**src/rtl/ufr_pkg.sv**
```systemverilog
package ufr_pkg;
  typedef enum logic [1:0] {
    CS_RSV0 = 2'b00,
    CS_48M  = 2'b01,
    CS_6M   = 2'b10,
    CS_RSV3 = 2'b11
  } clk_sel_e;

  localparam logic SEL_CSEL = 1'b0;
  localparam logic SEL_IVL  = 1'b1;
endpackage

```
**src/rtl/ufr_cfg.sv**
```systemverilog
module ufr_cfg
  import ufr_pkg::*;
#(
  parameter int unsigned IVL_W   = 16,
  parameter int unsigned DEF_48  = 48000,
  parameter int unsigned DEF_6   = 6000,
  parameter int unsigned IVL_RST = 60000
) (
  input  logic             clk_i,
  input  logic             rst_ni,
  input  logic             wr_en_i,
  input  logic             wr_sel_i,
  input  logic [IVL_W-1:0] wr_data_i,
  input  logic             port_en_i,
  input  logic             low_speed_i,
  output logic             valid_o,
  output logic [IVL_W-1:0] reload_o
);
  clk_sel_e         csel_q;
  logic [IVL_W-1:0] ivl_q;
  logic             prog_q;
  logic [IVL_W-1:0] active;

  always_ff @(posedge clk_i or negedge rst_ni) begin
    if (!rst_ni) begin
      csel_q <= CS_48M;
      ivl_q  <= IVL_W'(IVL_RST);
      prog_q <= 1'b0;
    end else if (wr_en_i) begin
      if (wr_sel_i == SEL_CSEL) begin
        csel_q <= clk_sel_e'(wr_data_i[1:0]);
      end else if (port_en_i) begin
        ivl_q  <= wr_data_i;
        prog_q <= 1'b1;
      end
    end
  end

  always_comb begin
    if (low_speed_i) valid_o = (csel_q == CS_48M) || (csel_q == CS_6M);
    else             valid_o = (csel_q == CS_48M);
  end

  always_comb begin
    if (prog_q)                active = ivl_q;
    else if (csel_q == CS_6M)  active = IVL_W'(DEF_6);
    else                       active = IVL_W'(DEF_48);
    reload_o = (active == '0) ? '0 : active - 1'b1;
  end

  p_wr_ignored_r4: assert property (@(posedge clk_i) disable iff (!rst_ni)
    (wr_en_i && wr_sel_i == SEL_IVL && !port_en_i) |=> ($stable(ivl_q) && $stable(prog_q)));

  p_csel_any_r11: assert property (@(posedge clk_i) disable iff (!rst_ni)
    (wr_en_i && wr_sel_i == SEL_CSEL) |=> (csel_q == clk_sel_e'($past(wr_data_i[1:0]))));
endmodule

```
**src/rtl/ufr_down.sv**
```systemverilog
module ufr_down #(
  parameter int unsigned W       = 16,
  parameter int unsigned RST_VAL = 47999
) (
  input  logic         clk_i,
  input  logic         rst_ni,
  input  logic         run_i,
  input  logic [W-1:0] reload_i,
  output logic         tick_o,
  output logic [W-1:0] cnt_o
);
  logic [W-1:0] cnt_q;

  always_ff @(posedge clk_i or negedge rst_ni) begin
    if (!rst_ni)              cnt_q <= W'(RST_VAL);
    else if (!run_i)          cnt_q <= reload_i;
    else if (cnt_q == '0)     cnt_q <= reload_i;
    else                      cnt_q <= cnt_q - 1'b1;
  end

  assign tick_o = run_i && (cnt_q == '0);
  assign cnt_o  = cnt_q;

  p_dec_r6: assert property (@(posedge clk_i) disable iff (!rst_ni)
    (run_i && cnt_q != '0) |=> (cnt_q == $past(cnt_q) - 1'b1));

  p_single_tick_r6: assert property (@(posedge clk_i) disable iff (!rst_ni)
    (tick_o && reload_i != '0) |=> !tick_o);

  p_hold_r7: assert property (@(posedge clk_i) disable iff (!rst_ni)
    !run_i |=> (cnt_q == $past(reload_i)));
endmodule

```
**src/rtl/ufr_fnum.sv**
```systemverilog
module ufr_fnum #(
  parameter int unsigned FN_W = 11
) (
  input  logic            clk_i,
  input  logic            rst_ni,
  input  logic            tick_i,
  output logic [FN_W-1:0] fn_o
);
  logic [FN_W-1:0] fn_q;

  always_ff @(posedge clk_i or negedge rst_ni) begin
    if (!rst_ni)     fn_q <= '0;
    else if (tick_i) fn_q <= fn_q + 1'b1;
  end

  assign fn_o = fn_q;

  p_inc_wrap_r9: assert property (@(posedge clk_i) disable iff (!rst_ni)
    tick_i |=> (fn_q == FN_W'($past(fn_q) + 1'b1)));

  p_idle_r9: assert property (@(posedge clk_i) disable iff (!rst_ni)
    !tick_i |=> $stable(fn_q));
endmodule

```
**src/rtl/usb_frame_timer.sv**
```systemverilog
module usb_frame_timer #(
  parameter int unsigned IVL_W   = 16,
  parameter int unsigned FN_W    = 11,
  parameter int unsigned DEF_48  = 48000,
  parameter int unsigned DEF_6   = 6000,
  parameter int unsigned IVL_RST = 60000
) (
  input  logic             clk_i,
  input  logic             rst_ni,
  input  logic             wr_en_i,
  input  logic             wr_sel_i,
  input  logic [IVL_W-1:0] wr_data_i,
  input  logic             port_en_i,
  input  logic             low_speed_i,
  output logic             tick_o,
  output logic             kind_o,
  output logic [IVL_W-1:0] count_o,
  output logic [FN_W-1:0]  frame_num_o
);
  logic             cfg_valid;
  logic [IVL_W-1:0] reload;
  logic             run;

  ufr_cfg #(
    .IVL_W(IVL_W), .DEF_48(DEF_48), .DEF_6(DEF_6), .IVL_RST(IVL_RST)
  ) u_cfg (
    .clk_i(clk_i), .rst_ni(rst_ni),
    .wr_en_i(wr_en_i), .wr_sel_i(wr_sel_i), .wr_data_i(wr_data_i),
    .port_en_i(port_en_i), .low_speed_i(low_speed_i),
    .valid_o(cfg_valid), .reload_o(reload)
  );

  assign run = port_en_i && cfg_valid;

  ufr_down #(.W(IVL_W), .RST_VAL(DEF_48 - 1)) u_down (
    .clk_i(clk_i), .rst_ni(rst_ni),
    .run_i(run), .reload_i(reload),
    .tick_o(tick_o), .cnt_o(count_o)
  );

  ufr_fnum #(.FN_W(FN_W)) u_fnum (
    .clk_i(clk_i), .rst_ni(rst_ni),
    .tick_i(tick_o), .fn_o(frame_num_o)
  );

  // token type follows the speed the port runs at
  assign kind_o = low_speed_i;

  p_no_tick_invalid_r3: assert property (@(posedge clk_i) disable iff (!rst_ni)
    !cfg_valid |-> !tick_o);

  p_no_tick_disabled_r7: assert property (@(posedge clk_i) disable iff (!rst_ni)
    !port_en_i |-> !tick_o);

  p_tick_at_zero_r6: assert property (@(posedge clk_i) disable iff (!rst_ni)
    tick_o |-> (count_o == '0));
endmodule

```
**config.mk**
```make
export PLATFORM = sky130hd
export DESIGN_NAME = usb_frame_timer
export DESIGN_NICKNAME = d
export VERILOG_FILES = /design/src/rtl/ufr_pkg.sv /design/src/rtl/ufr_cfg.sv /design/src/rtl/ufr_down.sv /design/src/rtl/ufr_fnum.sv /design/src/rtl/usb_frame_timer.sv
export SDC_FILE = /design/constraint.sdc
export NUM_CORES = 1
export LEC_CHECK = 0
export ABC_AREA = 1
export ABC_CLOCK_PERIOD_IN_PS = 5200
export BUFFER_PORTS_ARGS = -buffer_cell sky130_fd_sc_hd__buf_4
export CORE_UTILIZATION = 45
export CTS_BUF_LIST = sky130_fd_sc_hd__clkbuf_2
export CTS_CLUSTER_DIAMETER = 30
export DETAILED_ROUTE_END_ITERATION = 7
export PLACE_DENSITY = 0.66
export SLEW_MARGIN = 20
export SYNTH_ARGS = -nofsm -noshare
export SYNTH_HDL_FRONTEND = slang
export SYNTH_SLANG_ARGS = --single-unit
```
**constraint.sdc**
```tcl
create_clock -name clk_i -period 5.2 [get_ports clk_i]
set_input_delay 1.04 -clock clk_i [delete_from_list [all_inputs] [get_ports clk_i]]
set_output_delay 1.04 -clock clk_i [all_outputs]
set_load 0.05 [all_outputs]
```
== Word-level counts from Yosys, hierarchy flattened ==
Cells that the tools add are included.

* Output and inout port bits: 29
* Logic and storage cells: 24
* Register bits: 46
* Input bits: 22

* Multiplexer cells: 6
* Equality and inequality tests: 2
* Bitwise logic cells: 1
* Reductions and logical operators: 7
* Add/subtract/negate cells: 3

{| class="wikitable"
|+ Operator list
! operator !! number
|-
| $mux W16 || 5
|-
| $logic_not A16 Y1 || 2
|-
| $sub A16 B1 Y16 const B || 2
|-
| $add A11 B1 Y11 const B || 1
|-
| $reduce_and A3 Y1 || 1
|-
| $eq A2 B1 Y1 const B || 1
|-
| $eq A2 B2 Y1 const B || 1
|-
| $logic_and A1 B1 Y1 || 2
|-
| $reduce_and A2 Y1 || 1
|-
| $logic_or A1 B1 Y1 || 1
|-
| $mux W1 || 1
|-
| $not A1 Y1 || 1
|}

== Depth between registers and ports, before layout ==
Gate-level depths: netlist (run 1).

* Depth after elaboration: 7
* Gate-level depth with buffers: 12
* Mapped depth without buffers: 12

== Modules after synthesis ==
Synthesis (run 1) repeated with hierarchy kept, for this count alone.

* Cell total of the unflattened synthesis: 468
* Area, all modules: 3295.7 um2

{| class="wikitable"
|+ By module, submodules not included
! module !! cells an instance !! area each (um2) !! sequential area each (um2) !! times used
|-
| ufr_cfg || 204 || 1472.7 || 485.5 || 1
|-
| ufr_down || 183 || 1197.4 || 416.6 || 1
|-
| ufr_fnum || 78 || 610.6 || 275.3 || 1
|-
| usb_frame_timer || 3 || 15.0 || 0.0 || 1
|}

== Least setup slack after synthesis (run 1) ==
Ideal clock, no wire load.

* Path type: input -> output
* From: in low_speed_i
* To: out tick_o
* Required time: 4160 ps
* Stages: 5
* Buffers on the path: 0
* Setup slack: 2280 ps
* Arrival time: 1880 ps
* Cell sequence: nand2_1 -> nand2_1 -> nor2_1 -> inv_1 -> nor2_2

* Cells in the longest elaborated chain, start to end: 3

{| class="wikitable"
|+ Ends and longest elaborated chain
! item !! line !! text
|-
| start, declared || usb_frame_timer.sv:14 || <nowiki>input logic low_speed_i,</nowiki>
|-
| $mux W1 || ufr_cfg.sv:40 || <nowiki>if (low_speed_i) valid_o = (csel_q == CS_48M) || (csel_q == CS_6M);</nowiki>
|-
| $logic_and A1 B1 Y1 || usb_frame_timer.sv:33 || <nowiki>assign run = port_en_i && cfg_valid;</nowiki>
|-
| $logic_and A1 B1 Y1 || ufr_down.sv:21 || <nowiki>assign tick_o = run_i && (cnt_q == '0);</nowiki>
|-
| end, declared || usb_frame_timer.sv:15 || <nowiki>output logic tick_o,</nowiki>
|}

Every way passes these cells.

== Worst setup path after layout (run 1) ==
* From: reg u_cfg.csel_q[0]
* To: out tick_o

* Cells in the longest elaborated chain, start to end: 5
* Elaborated cells between the ends (all ways): 6
* Classes of those cells: 2 x eq/ne; 1 x mux; 3 x reduce/logical

{| class="wikitable"
|+ Ends and longest elaborated chain
! item !! line !! text
|-
| start, declared || ufr_cfg.sv:19 || <nowiki>clk_sel_e csel_q;</nowiki>
|-
| start signal, assigned || ufr_cfg.sv:31 || <nowiki>csel_q <= clk_sel_e'(wr_data_i[1:0]);</nowiki>
|-
| $eq A2 B1 Y1 / $eq A2 B2 Y1 (equally long branches) || ufr_cfg.sv:40, ufr_cfg.sv:41 ||
|-
| $logic_or A1 B1 Y1 || ufr_cfg.sv:40 ||
|-
| $mux W1 * || ufr_cfg.sv:40 ||
|-
| $logic_and A1 B1 Y1 * || usb_frame_timer.sv:33 ||
|-
| $logic_and A1 B1 Y1 * || ufr_down.sv:21 ||
|}

Every way passes the cells marked *; elsewhere a longest branch is shown, timed or not.

==> results.py, run 1 <==
metrics = {
    "clock_network": {
        "cts.repair.resized": 0,
        "cts_max_path_buffers": 2,
        "cts.clk_slew.worst_paths_ns": 0.21,
        "tritoncts.num_buffers": 5,
        "clock_tree.root_cell": "sky130_fd_sc_hd__clkbuf_2",
        "clk-insertion-delay-late_ns": 0.41,
        "cts-htree-levels": 2,
        "clkSinkCount": 46,
        "post_cts_buffers": 0,
        "clock_tree_from_tritoncts": "yes",
        "holdBufCountCts": 0,
    },
    "setup_path": {
        "critical_path_peak_fanout": 4,
        "r2r_start": "u_cfg.csel_q[0]",
        "setup.worst_path.end_class": "output port",
        "worst_ep_arrival_time_ns": 2.21,
        "worstPathRequired_ns": 4.16,
        "startpoint_type": "flop",
        "setup.worst_path.class": "flop to output port",
        "setup.worst_path.start": "u_cfg.csel_q[0]",
    },
    "synthesis": {
        "ys_seq_elements": 46,
        "syn-mean-instance-area_sq_um": 7.72,
        "number_of_enable_flip_flop_cells_after_synthesis": 0,
        "synth-warning-count": 0,
        "post_synth_instance_area_sq_mm": 0.00296,
        "ys_dominant_reg_cell": "sky130_fd_sc_hd__dfrtp_1",
        "synth_seq_area_share_pct": 39.8,
        "async_reset_ff_share_pct": 100,
        "synth_area_leader_cell": "sky130_fd_sc_hd__dfrtp_1",
        "synth_cells": 383,
        "syn_nets": 412,
        "yosysTopAreaCellShare_pct": 21.2,
        "ys_top_cells_by_area": "sky130_fd_sc_hd__dfrtp_1, sky130_fd_sc_hd__dfstp_2, sky130_fd_sc_hd__nand2_1",
        "yosys.cell_types.count": 36,
    },
    "global_routing": {
        "grt_start_max_net_pins": 47,
        "grtUsageTotal_pct": 19.8,
        "first_pass_grt_wire_length_um": 11100,
        "globalRoute.totalOverflow": 0,
        "antenna_violations_before_repair": 0,
        "grt_pass1_vias": 2418,
    },
    "floorplanning": {
        "placement_rows": 29,
        "floorplan.die_area_sq_mm": 0.00690,
        "fp.coreArea_sq_mm": 0.00635,
        "chipWidth_um": 83.1,
        "boundaryPins": 51,
        "die_height_um": 83.1,
        "initial_core_utilization_pct": 46.6,
    },
    "final_layout": {
        "most-common-layout-cells": "sky130_fd_sc_hd__nand2_1, sky130_fd_sc_hd__nor2_1, sky130_fd_sc_hd__buf_4, sky130_fd_sc_hd__inv_1, sky130_fd_sc_hd__nand3_1",
        "area_delta_synth_final_pct": 16.3,
        "utilization_pct": 54.2,
        "leading_cell_type_in_the_layout_fill_and_taps_excluded": "sky130_fd_sc_hd__nand2_1",
        "layout.nets": 463,
        "post_layout_nonfiller_instances": 512,
        "num_antenna_cells": 0,
        "post_route_cells_drive_above_1_share_pct": 26.4,
    },
    "place": {
        "placedCellCount": 504,
        "buffer_ports.inserted": 50,
        "finalWeightedCongestion": 0.905,
        "detailed_place_hpwl_um": 5110,
    },
    "sta": {
        "final-setup-viol-count": 0,
        "worst_clock_skew_ns": 0.0182,
        "grt_setup_unrepaired": "false",
        "min_period_over_period_pct": 62.5,
        "maxClockFrequency_mhz": 307,
        "timing_max_transition_violations_final": 0,
        "tightest_slew_ns": 0.935,
        "slew-limit-headroom_pct": 37.5,
        "setup-tns-final_ns": 0,
        "report.final.hold_viol_count": 0,
        "timing.final.crit_period_ns": 3.25,
    },
    "worst_hold_path": {
        "min-delay-start": "u_cfg.ivl_q[11]",
        "hp-class": "flop to flop",
    },
    "routing": {
        "drt_iter0_drc": 107,
        "avgViaCountPerCell": 4.95,
        "routed_wl_um": 6430,
        "routed-via-count": 2532,
        "first_pass_iters": 4,
        "drc": 0,
        "drt_antenna_net_count": 0,
        "avgRoutedWirePerCell_um": 12.6,
    },
    "outcome": {
        "outcome": "finished clean",
    },
    "job": {
        "maxcap_viol_count": 0,
    },
    "pwr": {
        "powerDensity_mw_per_mm2": 345,
        "max_vdd_drop_mv": 0.186,
        "p_leak_nw": 1.67,
    },
}
final cells by class:
class | instances | area, sq um
Clock inverter | 1 | 30.0
Clock buffer | 7 | 35.0
Tap cell | 77 | 96.3
Inverter | 46 | 178
Timing Repair Buffer | 50 | 375
Multi-Input combinational cell | 285 | 1550
Sequential cell | 46 | 1180
Fill cell | 605 | 2910
stage by stage:
stage / hold slack (ns) / worst slack, ns / total power (W) / area [sq um]
2_1_floorplan: 0.468 / 2.28 / 0.000857 / 2960
5_1_grt: 0.556 / 1.73 / 0.00126 / 3440
6_report: 0.522 / 1.95 / 0.00119 / 3440
3_5_place_dp: 0.499 / 2.11 / 0.000996 / 3370
3_3_place_gp: 0.484 / 2.13 / 0.000989 / 3370
4_1_cts: 0.525 / 1.90 / 0.00120 / 3440
routing by layer:
layer  global-route usage (%)  vias to the layer above  part of all wire (%)
met2                     33.4                       49                    47
met4                     5.02                        0                   1.3
met1                     26.2                     1151                    48
met5                        0                        -                     0
met3                     3.78                        8                   3.3
li1                         -                     1324                     -
synthesized netlist by cell type, types with 4 or more instances:
cell type                 number
sky130_fd_sc_hd__a21oi_1      12
sky130_fd_sc_hd__dfrtp_1      25
sky130_fd_sc_hd__dfstp_2      21
sky130_fd_sc_hd__ha_1          7
sky130_fd_sc_hd__inv_1        44
sky130_fd_sc_hd__mux2_2        7
sky130_fd_sc_hd__nand2_1      90
sky130_fd_sc_hd__nand2_2       7
sky130_fd_sc_hd__nand3_1      26
sky130_fd_sc_hd__nand3_2       7
sky130_fd_sc_hd__nor2_1       50
sky130_fd_sc_hd__nor2_2        5
sky130_fd_sc_hd__nor3_1       11
sky130_fd_sc_hd__o21ai_0      14
sky130_fd_sc_hd__o21ai_1       4
sky130_fd_sc_hd__o22ai_1       4
sky130_fd_sc_hd__xnor2_1      11
sky130_fd_sc_hd__xor2_1       15
flip-flops by register name (all words and copies together) (netlist names):
register      cells
u_fnum.fn_o      11
u_down.cnt_o     16
u_cfg.ivl_q      16
u_cfg.prog_q      1
u_cfg.csel_q      2
critical path: stages, from the launching register on:
cell and delay (ns):
sky130_fd_sc_hd__dfstp_2 0.59, sky130_fd_sc_hd__inv_1 0.06, sky130_fd_sc_hd__ha_1 0.28, sky130_fd_sc_hd__nand2_1 0.05, sky130_fd_sc_hd__nand2_1 0.04, sky130_fd_sc_hd__nor2_1 0.25
sky130_fd_sc_hd__inv_1 0.11, sky130_fd_sc_hd__nor2_2 0.20, sky130_fd_sc_hd__buf_4 0.23
final timing paths:
| check | end | slack, ns | cells past startpoint |
|---|---|---|---|
| worst max-delay path | tick_o | 1.95 | 8 |
| max in group asynchronous | u_cfg.ivl_q[6] | 4.22 | 1 |
| worst min-delay path | u_cfg.ivl_q[11] | 0.52 | 2 |
| min in group asynchronous | u_down.cnt_o[10] | 0.59 | 1 |
| worst max register to register | u_down.cnt_o[2] | 3.07 | 9 |
| worst min register to register | u_cfg.ivl_q[11] | 0.52 | 2 |
power by group:
group,internal [W],switching (W)
registers,0.000448,0.0000585
clock network,0.0000856,0.000113
logic,0.000160,0.000322
cells by family (layout without fill, tap and decap cells):
logic type / Yosys count / after routing / share of synthesized area (%)
AOI/OAI and AO/OA: 36 / 36 / 6.47
xor gates and xnor gates: 26 / 26 / 7.70
adders and majority gates: 7 / 7 / 2.96
DFF: 46 / 46 / 39.8
buffers and inverters: 52 / 104 / 7.87
and+or+nand+nor: 209 / 209 / 32.5
muxes: 7 / 7 / 2.67
(Power assumes the default switching activity.)
==> run 2, diff against run 1 <==
--- a/config.mk
+++ b/config.mk
@@ -6,13 +6,13 @@
 export NUM_CORES = 1
 export LEC_CHECK = 0
 export ABC_AREA = 1
-export ABC_CLOCK_PERIOD_IN_PS = 5200
+export ABC_CLOCK_PERIOD_IN_PS = 2800
 export BUFFER_PORTS_ARGS = -buffer_cell sky130_fd_sc_hd__buf_4
 export CORE_UTILIZATION = 45
 export CTS_BUF_LIST = sky130_fd_sc_hd__clkbuf_2
 export CTS_CLUSTER_DIAMETER = 30
 export DETAILED_ROUTE_END_ITERATION = 7
-export PLACE_DENSITY = 0.66
+export PLACE_DENSITY = 0.69
 export SLEW_MARGIN = 20
 export SYNTH_ARGS = -nofsm -noshare
 export SYNTH_HDL_FRONTEND = slang
==> constraint.sdc (replaced) <==
create_clock -name clk_i -period 2.8 [get_ports clk_i]
set_input_delay 0.56 -clock clk_i [delete_from_list [all_inputs] [get_ports clk_i]]
set_output_delay 0.56 -clock clk_i [all_outputs]
set_load 0.05 [all_outputs]
==> results.py, run 2 (synthesis gave the netlist of run 1 again) <==
metrics = {
    "sta": {
        "report.final.hold_viol_count": 0,
        "maxClockFrequency_mhz": 384,
        "timing.final.crit_period_ns": 2.61,
        "timing.hold.ws_ns": 0.0959,
        "worst_clock_skew_ns": 0.0128,
        "tightest_slew_ns": 0.767,
        "grt_setup_unrepaired": "false",
        "timing_max_transition_violations_final": 0,
        "min_period_over_period_pct": 93.1,
        "slew-limit-headroom_pct": 48.9,
        "setup-tns-final_ns": 0,
        "timing.final.ws_setup_ns": 0.194,
        "final-setup-viol-count": 0,
    },
    "job": {
        "maxcap_viol_count": 0,
    },
    "clock_network": {
        "cts.clk_slew.worst_paths_ns": 0.23,
        "holdBufCountCts": 0,
        "clk-insertion-delay-late_ns": 0.42,
        "cts-htree-levels": 2,
        "clock_tree_from_tritoncts": "yes",
        "tritoncts.num_buffers": 5,
        "post_cts_buffers": 0,
        "cts_max_path_buffers": 2,
        "clock_tree.root_cell": "sky130_fd_sc_hd__clkbuf_2",
        "clkSinkCount": 46,
    },
    "floorplanning": {
        "chipWidth_um": 83.1,
        "floorplan.die_area_sq_mm": 0.00690,
        "initial_core_utilization_pct": 46.6,
        "die_height_um": 83.1,
        "boundaryPins": 51,
        "placement_rows": 29,
        "fp.coreArea_sq_mm": 0.00635,
    },
    "global_routing": {
        "grt_start_max_net_pins": 47,
        "antenna_violations_before_repair": 0,
        "first_pass_grt_wire_length_um": 11300,
        "globalRoute.totalOverflow": 0,
        "grtUsageTotal_pct": 20.1,
        "grt_pass1_vias": 2500,
    },
    "final_layout": {
        "layout.filler_cells": 587,
        "multiInputGateArea_sq_mm": 0.00156,
        "post_route_cells_drive_above_1_share_pct": 26.8,
        "num_antenna_cells": 0,
        "leading_cell_type_in_the_layout_fill_and_taps_excluded": "sky130_fd_sc_hd__nand2_1",
        "layout.nets": 465,
        "post_layout_nonfiller_instances": 514,
        "most-common-layout-cells": "sky130_fd_sc_hd__nand2_1, sky130_fd_sc_hd__buf_4, sky130_fd_sc_hd__nor2_1, sky130_fd_sc_hd__inv_1, sky130_fd_sc_hd__nand3_1",
        "seq_area_sq_mm": 0.00118,
        "area_delta_synth_final_pct": 16.5,
    },
    "place": {
        "buffer_ports.inserted": 50,
        "finalWeightedCongestion": 0.883,
        "detailed_place_hpwl_um": 5000,
        "place_ws_ns": 0.488,
        "placedCellCount": 506,
    },
    "routing": {
        "drc": 0,
        "avgViaCountPerCell": 5.01,
        "routed_wl_um": 6440,
        "drt_antenna_net_count": 0,
        "drt_iter0_drc": 144,
        "routed-via-count": 2575,
        "avgRoutedWirePerCell_um": 12.5,
        "first_pass_iters": 5,
    },
    "setup_path": {
        "worstPathRequired_ns": 2.24,
        "setup.worst_path.end_class": "output port",
        "setup.worst_path.class": "flop to output port",
        "worst_ep_arrival_time_ns": 2.05,
        "startpoint_type": "flop",
        "critical_path_peak_fanout": 4,
    },
    "pwr": {
        "max_vdd_drop_mv": 0.408,
        "p_leak_nw": 1.66,
        "powerDensity_mw_per_mm2": 614,
    },
    "worst_hold_path": {
        "hp-class": "input port to asynchronous set/reset pin",
    },
    "outcome": {
        "outcome": "finished clean",
    },
}
==> run 2: final cells by class <==
class,instances,area share [%]
clock buffers,6,0.872
multi-input cells,285,45.3
flip-flops and latches,46,34.2
clock inverters,2,0.254
well taps,77,2.80
inverters,46,5.16
repair buffers,52,11.4
==> run 2: repair_timing <==
item	4_1_cts	5_1_grt
pin swaps	0	0
resized for setup	1	3
hold endpoints to repair	0	0
setup endpoints to repair	1	1
==> run 2: path summary, 6_finish.rpt <==
kind,cells past startpoint,from,slack (ns),endpoint
max reg2reg,9,u_cfg.prog_q,0.71,u_down.cnt_o[15]
min,1,rst_ni,0.1,u_down.cnt_o[10]
min reg2reg,2,u_cfg.ivl_q[11],0.51,u_cfg.ivl_q[11]
min in group clk_i,3,wr_data_i[15],0.35,u_cfg.ivl_q[15]
max,8,u_cfg.csel_q[0],0.19,tick_o
max in group asynchronous,1,rst_ni,2.30,u_cfg.ivl_q[9]
==> run 2: metrics by stage <==
stage | power (W) | util (%) | area (sq um)
3_5_place_dp | 0.00185 | 53.4 | 3390
6_report | 0.00212 | 54.2 | 3440
2_1_floorplan | 0.00159 | - | 2960
4_1_cts | 0.00213 | 54.0 | 3430
5_1_grt | 0.00226 | 54.2 | 3440
3_3_place_gp | 0.00184 | 53.4 | 3390
==> run 2: report_power, final <==
part	total (W)	internal, W	leakage (nW)	switching [W]
registers	0.000941	0.000832	0.505	0.000109
clock network	0.000273	0.0000614	0.0304	0.000212
logic	0.000901	0.000300	1.13	0.000601
==> run 2: critical path, cell delays in order (launching register included) <==
cell and delay [ns]:
sky130_fd_sc_hd__dfstp_2 0.59, sky130_fd_sc_hd__inv_1 0.06, sky130_fd_sc_hd__ha_1 0.28, sky130_fd_sc_hd__nand2_1 0.05, sky130_fd_sc_hd__nand2_1 0.07, sky130_fd_sc_hd__nor2_4 0.13
sky130_fd_sc_hd__inv_1 0.10, sky130_fd_sc_hd__nor2_4 0.17, sky130_fd_sc_hd__buf_6 0.18
==> run 2: routing by layer <==
metal	vias to the layer above	GRT usage [%]	wire length, um
met5	-	0	0
met3	10	3.58	282
met2	76	33.2	3050
met1	1169	26.3	3030
met4	0	7.68	74
li1	1320	-	-
